$ cat config.mk
export PLATFORM = sky130hd
export DESIGN_NAME = sdi_serializer
export DESIGN_NICKNAME = d
export VERILOG_FILES = /design/src/rtl/sdi_ser_pkg.sv /design/src/rtl/sdi_word_pipe.sv /design/src/rtl/sdi_shifter.sv /design/src/rtl/sdi_scrambler.sv /design/src/rtl/sdi_serializer.sv
export SDC_FILE = /design/constraint.sdc
export NUM_CORES = 1
export LEC_CHECK = 0
export ABC_AREA = 1
export ABC_CLOCK_PERIOD_IN_PS = 1340
export BUFFER_PORTS_ARGS = -buffer_cell sky130_fd_sc_hd__buf_2
export CORE_ASPECT_RATIO = 0.5
export CORE_MARGIN = 3
export CORE_UTILIZATION = 53
export DETAILED_ROUTE_END_ITERATION = 10
export MAX_ROUTING_LAYER = met4
export PLACE_DENSITY = 0.8
export SETUP_SLACK_MARGIN = 0.3
export SLEW_MARGIN = 25
export SYNTH_ARGS = -nofsm -noshare
export SYNTH_HDL_FRONTEND = slang
export SYNTH_HIERARCHICAL = 1
export SYNTH_SLANG_ARGS = --single-unit
$ cat constraint.sdc
create_clock -name clk -period 1.34 [get_ports clk]
set_clock_uncertainty 0.15 [all_clocks]
set_input_delay 0.067 -clock clk [delete_from_list [all_inputs] [get_ports clk]]
set_output_delay 0.067 -clock clk [all_outputs]
set_load 0.03 [all_outputs]
$ cat src/rtl/sdi_ser_pkg.sv
package sdi_ser_pkg;
  localparam int SCR_LONG_TAP  = 9;
  localparam int SCR_SHORT_TAP = 4;
  localparam int TRS_LEN       = 3;

  typedef enum logic [1:0] {
    PASS_CLIP = 2'd0,
    PASS_RAW  = 2'd1,
    PASS_TRS  = 2'd2
  } pass_e;
endpackage

$ cat src/rtl/sdi_word_pipe.sv
module sdi_word_pipe
  import sdi_ser_pkg::*;
#(
  parameter int WORD_W = 10
) (
  input  logic              clk,
  input  logic              rst,
  input  logic              stb,
  input  logic              raw_mode,
  input  logic [WORD_W-1:0] word_in,
  output logic [WORD_W-1:0] load_word
);
  localparam logic [WORD_W-1:0] ALL_ONES = '1;
  localparam logic [WORD_W-1:0] FLOOR    = WORD_W'(4);
  localparam logic [WORD_W-1:0] CEIL     = ALL_ONES - WORD_W'(4);
  localparam int                CNT_W    = $clog2(TRS_LEN);

  logic [WORD_W-1:0] dly [TRS_LEN];
  logic [CNT_W-1:0]  prot_cnt;
  logic [WORD_W-1:0] oldest;
  logic [WORD_W-1:0] clipped;
  logic              trs_head;
  pass_e             pass_mode;

  assign oldest = dly[TRS_LEN-1];

  // Lookahead: oldest word is all ones and every younger word is zero
  always_comb begin
    trs_head = (oldest == ALL_ONES);
    for (int i = 0; i < TRS_LEN - 1; i++) begin
      if (dly[i] != '0) trs_head = 1'b0;
    end
  end

  always_comb begin
    if (raw_mode)                        pass_mode = PASS_RAW;
    else if (trs_head || prot_cnt != '0) pass_mode = PASS_TRS;
    else                                 pass_mode = PASS_CLIP;
  end

  always_comb begin
    if (oldest < FLOOR)     clipped = FLOOR;
    else if (oldest > CEIL) clipped = CEIL;
    else                    clipped = oldest;
  end

  assign load_word = (pass_mode == PASS_CLIP) ? clipped : oldest;

  always_ff @(posedge clk) begin
    if (rst) begin
      for (int i = 0; i < TRS_LEN; i++) dly[i] <= '0;
      prot_cnt <= '0;
    end else if (stb) begin
      dly[0] <= word_in;
      for (int i = 1; i < TRS_LEN; i++) dly[i] <= dly[i-1];
      if (trs_head)            prot_cnt <= CNT_W'(TRS_LEN - 1);
      else if (prot_cnt != '0) prot_cnt <= prot_cnt - 1'b1;
    end
  end

  // clipped words never fall below the floor
  a_r5_floor: assert property (@(posedge clk) disable iff (rst)
    (stb && pass_mode == PASS_CLIP) |-> (load_word >= FLOOR));

  // clipped words never exceed the ceiling
  a_r6_ceiling: assert property (@(posedge clk) disable iff (rst)
    (stb && pass_mode == PASS_CLIP) |-> (load_word <= CEIL));

  // protected reference words leave untouched
  a_r7_trs_pass: assert property (@(posedge clk) disable iff (rst)
    (stb && pass_mode == PASS_TRS) |-> (load_word == oldest));

  // raw words leave untouched
  a_r4_raw_pass: assert property (@(posedge clk) disable iff (rst)
    (stb && raw_mode) |-> (load_word == oldest));
endmodule

$ cat src/rtl/sdi_shifter.sv
module sdi_shifter #(
  parameter int WORD_W = 10
) (
  input  logic              clk,
  input  logic              rst,
  input  logic              stb,
  input  logic [WORD_W-1:0] load_word,
  output logic              data_bit
);
  logic [WORD_W-1:0] sreg;

  always_ff @(posedge clk) begin
    if (rst)      sreg <= '0;
    else if (stb) sreg <= load_word;
    else          sreg <= {1'b0, sreg[WORD_W-1:1]};
  end

  assign data_bit = sreg[0];

  // idle shifting feeds zeros
  a_r9_zero_fill: assert property (@(posedge clk) disable iff (rst)
    !stb |=> (sreg[WORD_W-1] == 1'b0));

  // the first bit out after a load is the word's LSB
  a_r8_lsb_first: assert property (@(posedge clk) disable iff (rst)
    stb |=> (data_bit == $past(load_word[0])));
endmodule

$ cat src/rtl/sdi_scrambler.sv
module sdi_scrambler #(
  parameter int LONG_TAP  = 9,
  parameter int SHORT_TAP = 4
) (
  input  logic clk,
  input  logic rst,
  input  logic data_bit,
  input  logic raw_mode,
  input  logic nrzi_en,
  output logic ser_out
);
  logic [LONG_TAP-1:0] hist;
  logic                scr_bit;
  logic                nrzi_q;

  assign scr_bit = raw_mode ? data_bit
                            : (data_bit ^ hist[LONG_TAP-1] ^ hist[SHORT_TAP-1]);

  always_ff @(posedge clk) begin
    if (rst) begin
      hist    <= '0;
      nrzi_q  <= 1'b0;
      ser_out <= 1'b0;
    end else begin
      hist    <= {hist[LONG_TAP-2:0], scr_bit};
      nrzi_q  <= nrzi_q ^ scr_bit;
      ser_out <= nrzi_en ? (nrzi_q ^ scr_bit) : scr_bit;
    end
  end

  // a reset edge leaves the line low
  a_r10_reset_low: assert property (@(posedge clk)
    rst |=> (ser_out == 1'b0));

  // a scrambled one toggles the NRZI line
  a_r2_toggle: assert property (@(posedge clk) disable iff (rst)
    (nrzi_en && $past(nrzi_en) && scr_bit) |=> (ser_out != $past(ser_out)));

  // raw data with NRZ output reaches the line unchanged
  a_r3_direct: assert property (@(posedge clk) disable iff (rst)
    (!nrzi_en && raw_mode) |=> (ser_out == $past(data_bit)));
endmodule

$ cat src/rtl/sdi_serializer.sv
module sdi_serializer
  import sdi_ser_pkg::*;
#(
  parameter int WORD_W = 10
) (
  input  logic              clk,
  input  logic              rst,
  input  logic              word_stb,
  input  logic [WORD_W-1:0] word_in,
  input  logic              nrzi_en,
  input  logic              raw_mode,
  output logic              ser_out
);
  logic [WORD_W-1:0] load_word;
  logic              data_bit;

  sdi_word_pipe #(.WORD_W(WORD_W)) u_pipe (
    .clk       (clk),
    .rst       (rst),
    .stb       (word_stb),
    .raw_mode  (raw_mode),
    .word_in   (word_in),
    .load_word (load_word)
  );

  sdi_shifter #(.WORD_W(WORD_W)) u_shift (
    .clk       (clk),
    .rst       (rst),
    .stb       (word_stb),
    .load_word (load_word),
    .data_bit  (data_bit)
  );

  sdi_scrambler #(.LONG_TAP(SCR_LONG_TAP), .SHORT_TAP(SCR_SHORT_TAP)) u_scr (
    .clk      (clk),
    .rst      (rst),
    .data_bit (data_bit),
    .raw_mode (raw_mode),
    .nrzi_en  (nrzi_en),
    .ser_out  (ser_out)
  );
endmodule

==> results of run 1 <==
==> critical path, cell delays in order (launching register included) <==
cell	delay (ns)
edfxtp_1	0.42
nor2_2	0.17
nand3_2	0.09
nor2_2	0.10
nand3_2	0.11
nand2_4	0.10
nor2_4	0.05
o21ai_1	0.12
inv_1	0.05
nand2_1	0.05
nand2_1	0.05
nor2_1	0.09
==> flip-flops by register name, summed over array words and instances, names as in the netlist <==
name and flops:
u_pipe/dly 30, u_pipe/prot_cnt 2, u_scr/hist 9, u_scr/nrzi_q 1, u_scr/ser_out 1, u_shift/sreg 10
==> power breakdown <==
part,leakage (nW),internal (mW),switching (mW)
combinational,0.756,0.193,0.227
clock,0.0462,0.372,0.532
sequential,0.520,1.82,0.0434
total,1.32,2.38,0.802
==> cell families (layout without fill, tap and decap cells) <==
family,after synthesis,after routing
buf+inv,76,126
simple gates,135,135
fa+ha+maj,1,1
compound gates,9,9
flops,53,53
==> routing by layer <==
metal | vias to the layer above | GRT usage, %
met5 | - | -
met4 | 0 | 10.9
met3 | 19 | 5.18
met2 | 38 | 34.2
met1 | 778 | 15.4
li1 | 904 | -
==> stage by stage <==
stage	std cells	util (%)	TNS, ns
floorplan	274	-	-0.232
global placement	350	63.0	-0.637
detailed placement	350	63.0	-1.07
CTS	375	69.5	-1.10
global route	378	70.7	-1.71
finish	378	70.7	-1.25
==> what timing repair did <==
item	in CTS	in global routing
pin swaps	3	8
endpoints found under the setup margin	7	15
setup buffers	4	3
hold buffers	13	0
gates resized for setup	7	11
hold endpoints to repair	22	0
==> layout make-up <==
class	count	area, µm²
Sequential cell	53	1360
Clock buffer	5	68.8
Fill cell	293	1180
Clock inverter	3	21.3
Tap cell	54	67.6
Timing Repair Buffer	55	424
Multi-Input combinational cell	145	662
Inverter	63	236
==> how the worst max path moves through the flow <==
| stage | end | start | depth (start not counted) | slack, ns |
|---|---|---|---|---|
| 3_3_place_gp | u_shift/sreg[2]$_SDFF_PP0_ | u_pipe/dly[0][11]$_SDFFCE_PN0P_ | 12 | -0.20 |
| 3_5_place_dp | u_shift/sreg[1]$_SDFF_PP0_ | u_pipe/dly[0][10]$_SDFFCE_PN0P_ | 12 | -0.30 |
| 2_1_floorplan | u_shift/sreg[0]$_SDFF_PP0_ | u_pipe/dly[0][24]$_SDFFCE_PN0P_ | 13 | -0.08 |
| 6_report | u_shift/sreg[0]$_SDFF_PP0_ | u_pipe/dly[0][11]$_SDFFCE_PN0P_ | 11 | -0.27 |
| 5_1_grt | u_shift/sreg[1]$_SDFF_PP0_ | u_pipe/dly[0][24]$_SDFFCE_PN0P_ | 13 | -0.39 |
| 4_1_cts | u_shift/sreg[0]$_SDFF_PP0_ | u_pipe/dly[0][11]$_SDFFCE_PN0P_ | 11 | -0.27 |
==> synth_stat cells, drive strengths merged <==
library cell | count | area share (%)
nor2 | 77 | 13
inv | 62 | 10
nand2 | 43 | 7.5
edfxtp | 30 | 39
dfxtp | 23 | 20
nand3 | 12 | 3.1
clkbuf | 10 | 1.6
a21oi | 5 | 1.1
o21ai | 4 | 0.87
buf | 3 | 1.6
nand4 | 2 | 0.82
clkinv | 1 | 0.16
ha | 1 | 0.55
or2 | 1 | 0.27
==> results by group, run 1 <==
Run status
  – Status: finished with violations
  – Failing checks: hold timing, setup timing

Synth
  – Syn nets: between 200 and 300
  – Compound-Gate Fraction of Synth Area: between 1.5 and 2%
  – Sequential share of the synthesized area: 59.3%
  – Ys Warns: 6
  – Post-Syn Area: ~2300 µm²
  – Mapped Cells: 274
  – Post-synthesis mux area share: 0%
  – Syn_area_per_cell: ~8.4 µm²
  – Synth Area in XOR/XNOR: 0%
  – Largest family of logic cells by synthesized area: simple AND/OR/NAND/NOR gates
  – #FFs+latches synth: 53
  – Distinct cells, synth: 21
  – Post-Synth Simple-Gate Area: between 20% and 30%
  – Post-synthesis adder-cell area fraction: less than 1%

Floorplanning
  – Die Footprint: between 5000 and 6000 µm²
  – Rows: 16
  – Core area: 4020 µm²
  – Initial core utilization: a little under three fifths
  – Ports: 16
  – Die X: ~100 µm
  – Die Y: about 53 µm

Layout
  – Post-route cell area: 2840 µm²
  – Share of cells above drive strength 1: between 20% and 30%
  – Number of diodes: 0
  – Layout area overhead: 23.9%
  – Nets: approximately 340
  – Commonest non-fill, non-tap cell in the layout: nor2_1
  – Most frequent cells in the layout: nor2_1 (69), inv_1 (56), nand2_1 (38), edfxtp_1 (30), buf_4 (25)

Global routing
  – Initial antenna violation count: 0
  – First-pass GRT wire length: approximately 6800 µm
  – Gr ovfl total: 0
  – Vias in the first global route: 1746
  – Gr usage total: 17.6%
  – Largest net degree at the start of global routing: 31

Job
  – Max_cap viols: 0

Worst hold path
  – Hold path depth: 3
  – Critical hold path startpoint: rst
  – Hold Crit Class: in -> reg
  – Hold Path End: u_scr/hist[3]$_SDFF_PP0_

Drt
  – Drt total wl: 4140 µm
  – DR vias: about 1700
  – Wire per inst: between 10 and 15 µm
  – WL met2: about 2100 µm
  – Met3 WL post-DR: 169 µm
  – Post-DRT Antenna Nets: 0
  – Detailed-router iteration count before antenna repair: 4
  – Vias per inst: between 4 and 5
  – DRC: 0
  – Uppermost layer routed: met4
  – Met1 WL: roughly 1700 µm
  – Drt initial violations: 50

Timing
  – Unrepaired setup endpoints after global routing: true
  – Minimum hold slack: -0.0105 ns
  – Worst slew pin tran: slightly above 0.4 ns
  – Slew Limit Fails: 0
  – Max_slew headroom: roughly 73%
  – Fmax: about 620 MHz
  – Final worst slack: -0.275 ns
  – Period utilization: 120%
  – Hold violation count in the final report: 8
  – Setup violators final: 5
  – Fin crit period: roughly 1.6 ns

Power and ir drop
  – Tot Pwr: between 3 and 4 mW
  – Leak pwr: around 1.3 nW
  – Pwr dens: 1120 nW/µm²
  – Max VDD drop: between 0.7 and 0.8 mV

Clock tree
  – TritonCTS clock tree: done
  – H-tree lvl count: 2
  – Clock sinks: 53
  – Max clock buf depth: 2
  – Clock transition at path regs: ~0.10 ns
  – Worst-Skew Late Latency: 0.32 ns
  – Num CTS Buffers: 5
  – Root Driver: clkbuf_8

Critical path
  – Reg2reg start: u_pipe/dly[0][11]$_SDFFCE_PN0P_
  – Worst r2r dst: u_shift/sreg[0]$_SDFF_PP0_
  – Critical Path AT: around 1.7 ns
  – Critical Path Fanout Max: 5
  – CP Class: reg -> reg
  – Crit start category: register
  – Worst-case reg-to-reg path depth: 11
  – Setup crit end kind: register
  – Data required time of the critical path: 1.43 ns
  – FF-to-FF setup slack: -0.27 ns

Placement
  – Setup WS pre-CTS: -0.297 ns
  – Port Buffers: 15
  – Cell Area, Placed: between 2000 and 3000 µm²
  – DP HPWL: between 2000 and 3000 µm
  – GP Congestion: approximately 0.81
Power figures use the tool's default switching activity.
==> run 2, diff against run 1 <==
Settings changed: CELL_PAD_IN_SITES_DETAIL_PLACEMENT from default to 2, CELL_PAD_IN_SITES_GLOBAL_PLACEMENT from default to 2, CORE_UTILIZATION 53 to 32, PLACE_DENSITY 0.8 to 0.79.
==> run 2 against run 1 <==
Against the previous run: the run ends with setup timing left; flip-flop and latch count unchanged; largest cell class unchanged; clock power up 50%; hold slack better by 0.055 ns; highest routed layer unchanged; register-to-register slack worse by 0.10 ns.
==> results by group, run 2 (synthesis results as in run 1) <==
Drt
  – Vias per inst: ~4.4
  – Detailed-router iteration count before antenna repair: 4
  – Drt total wl: between 6000 and 7000 µm
  – Drt initial violations: 75
  – DR vias: about 1800
  – Post-DRT Antenna Nets: 0
  – Wire per inst: between 15 and 20 µm
  – DRC: 0

Placement
  – Setup WS pre-CTS: -0.439 ns
  – DP HPWL: approximately 3900 µm
  – Post-placement cell count: 389
  – Port Buffers: 15
  – GP Congestion: between 0.7 and 0.8

Global routing
  – First-pass GRT wire length: slightly above 10000 µm
  – Initial antenna violation count: 0
  – Gr usage total: about 17%
  – Largest net degree at the start of global routing: 31
  – Gr ovfl total: 0
  – Vias in the first global route: roughly 2100

Timing
  – Fin crit period: approximately 1.7 ns
  – Unrepaired setup endpoints after global routing: true
  – Fmax: 582 MHz
  – Hold violation count in the final report: 0
  – Max_slew headroom: 71.7%
  – Minimum hold slack: 0.0442 ns
  – Period utilization: 128%
  – Final worst slack: -0.378 ns
  – Worst slew pin tran: about 0.42 ns
  – Setup violators final: 5
  – Slew Limit Fails: 0

Layout
  – Top flop regs: u_pipe/dly x30, u_shift/sreg x10, u_scr/hist x9
  – Number of diodes: 0
  – Register with the most flip-flops: u_pipe/dly
  – Max reg flops: 30
  – Most frequent cells in the layout: nor2_1 (63), inv_1 (48), nand2_1 (30), edfxtp_1 (30), dfxtp_1 (21)
  – Share of cells above drive strength 1: 32.4%
  – Layout area overhead: 35.0%
  – Commonest non-fill, non-tap cell in the layout: nor2_1
  – Final std cells w/o fill: ~420
  – Nets: 342

Power and ir drop
  – Switching Share: around 25%
  – Clock share of power: between 30% and 40%
  – Sequential power share: between 40% and 50%
  – Leak pwr: between 1 and 1.5 nW
  – Tot Pwr: 3.76 mW
  – Pwr dens: 1210 nW/µm²
  – Max VDD drop: 0.530 mV
  – Comb pwr share: 13.9%
  – Sw Pwr: between 0.9 and 1 mW
  – Cell Int Power: between 2 and 3 mW

Floorplanning
  – Rows: 21
  – Die Footprint: between 8000 and 9000 µm²
  – Ports: 16
  – Initial core utilization: 33.7%
  – Die Y: approximately 66 µm
  – Core area: approximately 6800 µm²
  – Die X: around 130 µm

Critical path
  – Crit start category: register
  – Data required time of the critical path: approximately 1.4 ns
  – Slowest stage delay, CP: 0.41 ns
  – Slowest-stage cell, CP: edfxtp_1
  – Critical Path AT: roughly 1.8 ns
  – CP cell instances: nor2_1 -> nand3_1 -> nor2_2 -> nand3_2 -> nand2_4 -> buf_4 -> buf_4 -> nand3_1 -> nand2_1 -> nor2_1
  – Setup crit end kind: register
  – Critical Path Fanout Max: 3
  – CP Class: reg -> reg

Clock tree
  – TritonCTS clock tree: done
  – Max clock buf depth: 2
  – Root Driver: clkbuf_16
  – Worst-Skew Late Latency: approximately 0.3 ns
  – Clock transition at path regs: roughly 0.08 ns
  – Num CTS Buffers: 5
  – Clock sinks: between 50 and 60
  – H-tree lvl count: 2

Worst hold path
  – Hold Crit Class: in -> reg

Run status
  – Status: finished with violations
  – Failing checks: setup timing

Job
  – Max_cap viols: 0
-- run 2: cell types whose count changed in the layout (fill, tap and decap cells not counted), sizes merged --
| cell | before | now |
|---|---|---|
| clkinv | 3 | 2 |
| buf | 42 | 46 |
| dlygate4sd3 | 13 | 12 |
| clkbuf | 5 | 6 |
-- run 2: path summary, 6_finish.rpt --
| path | from | endpoint | slack (ns) | cells after the start |
|---|---|---|---|---|
| worst max-delay path | u_pipe/dly[0][14]$_SDFFCE_PN0P_ | u_pipe/prot_cnt[0]$_SDFFE_PP0P_ | -0.38 | 10 |
| worst min-delay path | rst | u_pipe/prot_cnt[1]$_SDFFE_PP0P_ | 0.04 | 4 |
| worst max register to register | u_pipe/dly[0][14]$_SDFFCE_PN0P_ | u_pipe/prot_cnt[0]$_SDFFE_PP0P_ | -0.38 | 10 |
| worst min register to register | u_scr/hist[5]$_SDFF_PP0_ | u_scr/hist[6]$_SDFF_PP0_ | 0.26 | 2 |
-- run 2: per-stage QoR --
stage / utilization [%] / setup TNS [ns] / area, µm²
floorplan: - / -0.232 / 2300
global placement: 38.0 / -1.01 / 2590
detailed placement: 38.0 / -1.95 / 2590
CTS: 43.3 / -1.59 / 2950
global route: 45.5 / -2.54 / 3100
finish: 45.5 / -1.78 / 3100
-- run 2: layout make-up --
| class | instances | area, µm² |
|---|---|---|
| fill | 738 | 3710 |
| sequential | 53 | 1360 |
| multi-input combinational | 145 | 742 |
| timing repair buffer | 58 | 478 |
| inverter | 63 | 241 |
| clock buffer | 6 | 139 |
| tap | 92 | 115 |
| clock inverter | 2 | 17.5 |
-- run 2: power groups by stage --
stage	Sequential, mW	Clock (mW)	Combinational [mW]
detailed placement	1.90	0	0.385
CTS	1.87	1.39	0.448
floorplan	1.89	0	0.230
finish	1.87	1.36	0.523
global route	1.88	1.47	0.585
global placement	1.89	0	0.347
-- run 2: worst max-delay path, delay by kind of cell, from the launching register on --
family / cells / cell delay, ns
buf+inv: 2 / 0.20
flops: 1 / 0.41
simple gates: 8 / 0.86
-- run 2: what timing repair did --
item,4_1_cts,5_1_grt
hold buffers,12,0
hold endpoints to repair,12,0
endpoints found under the setup margin,7,17
setup buffers,4,6
pin swaps,12,15
resized for setup,19,42
-- run 2: routing by layer --
layer,up-vias,GRT usage (%),wire length (µm),part of all wire [%]
met1,894,16.0,2440,38
met5,-,-,0,0
met4,0,6.82,152,2.4
met3,12,4.44,188,3.0
li1,911,-,-,-
met2,25,32.2,3570,56
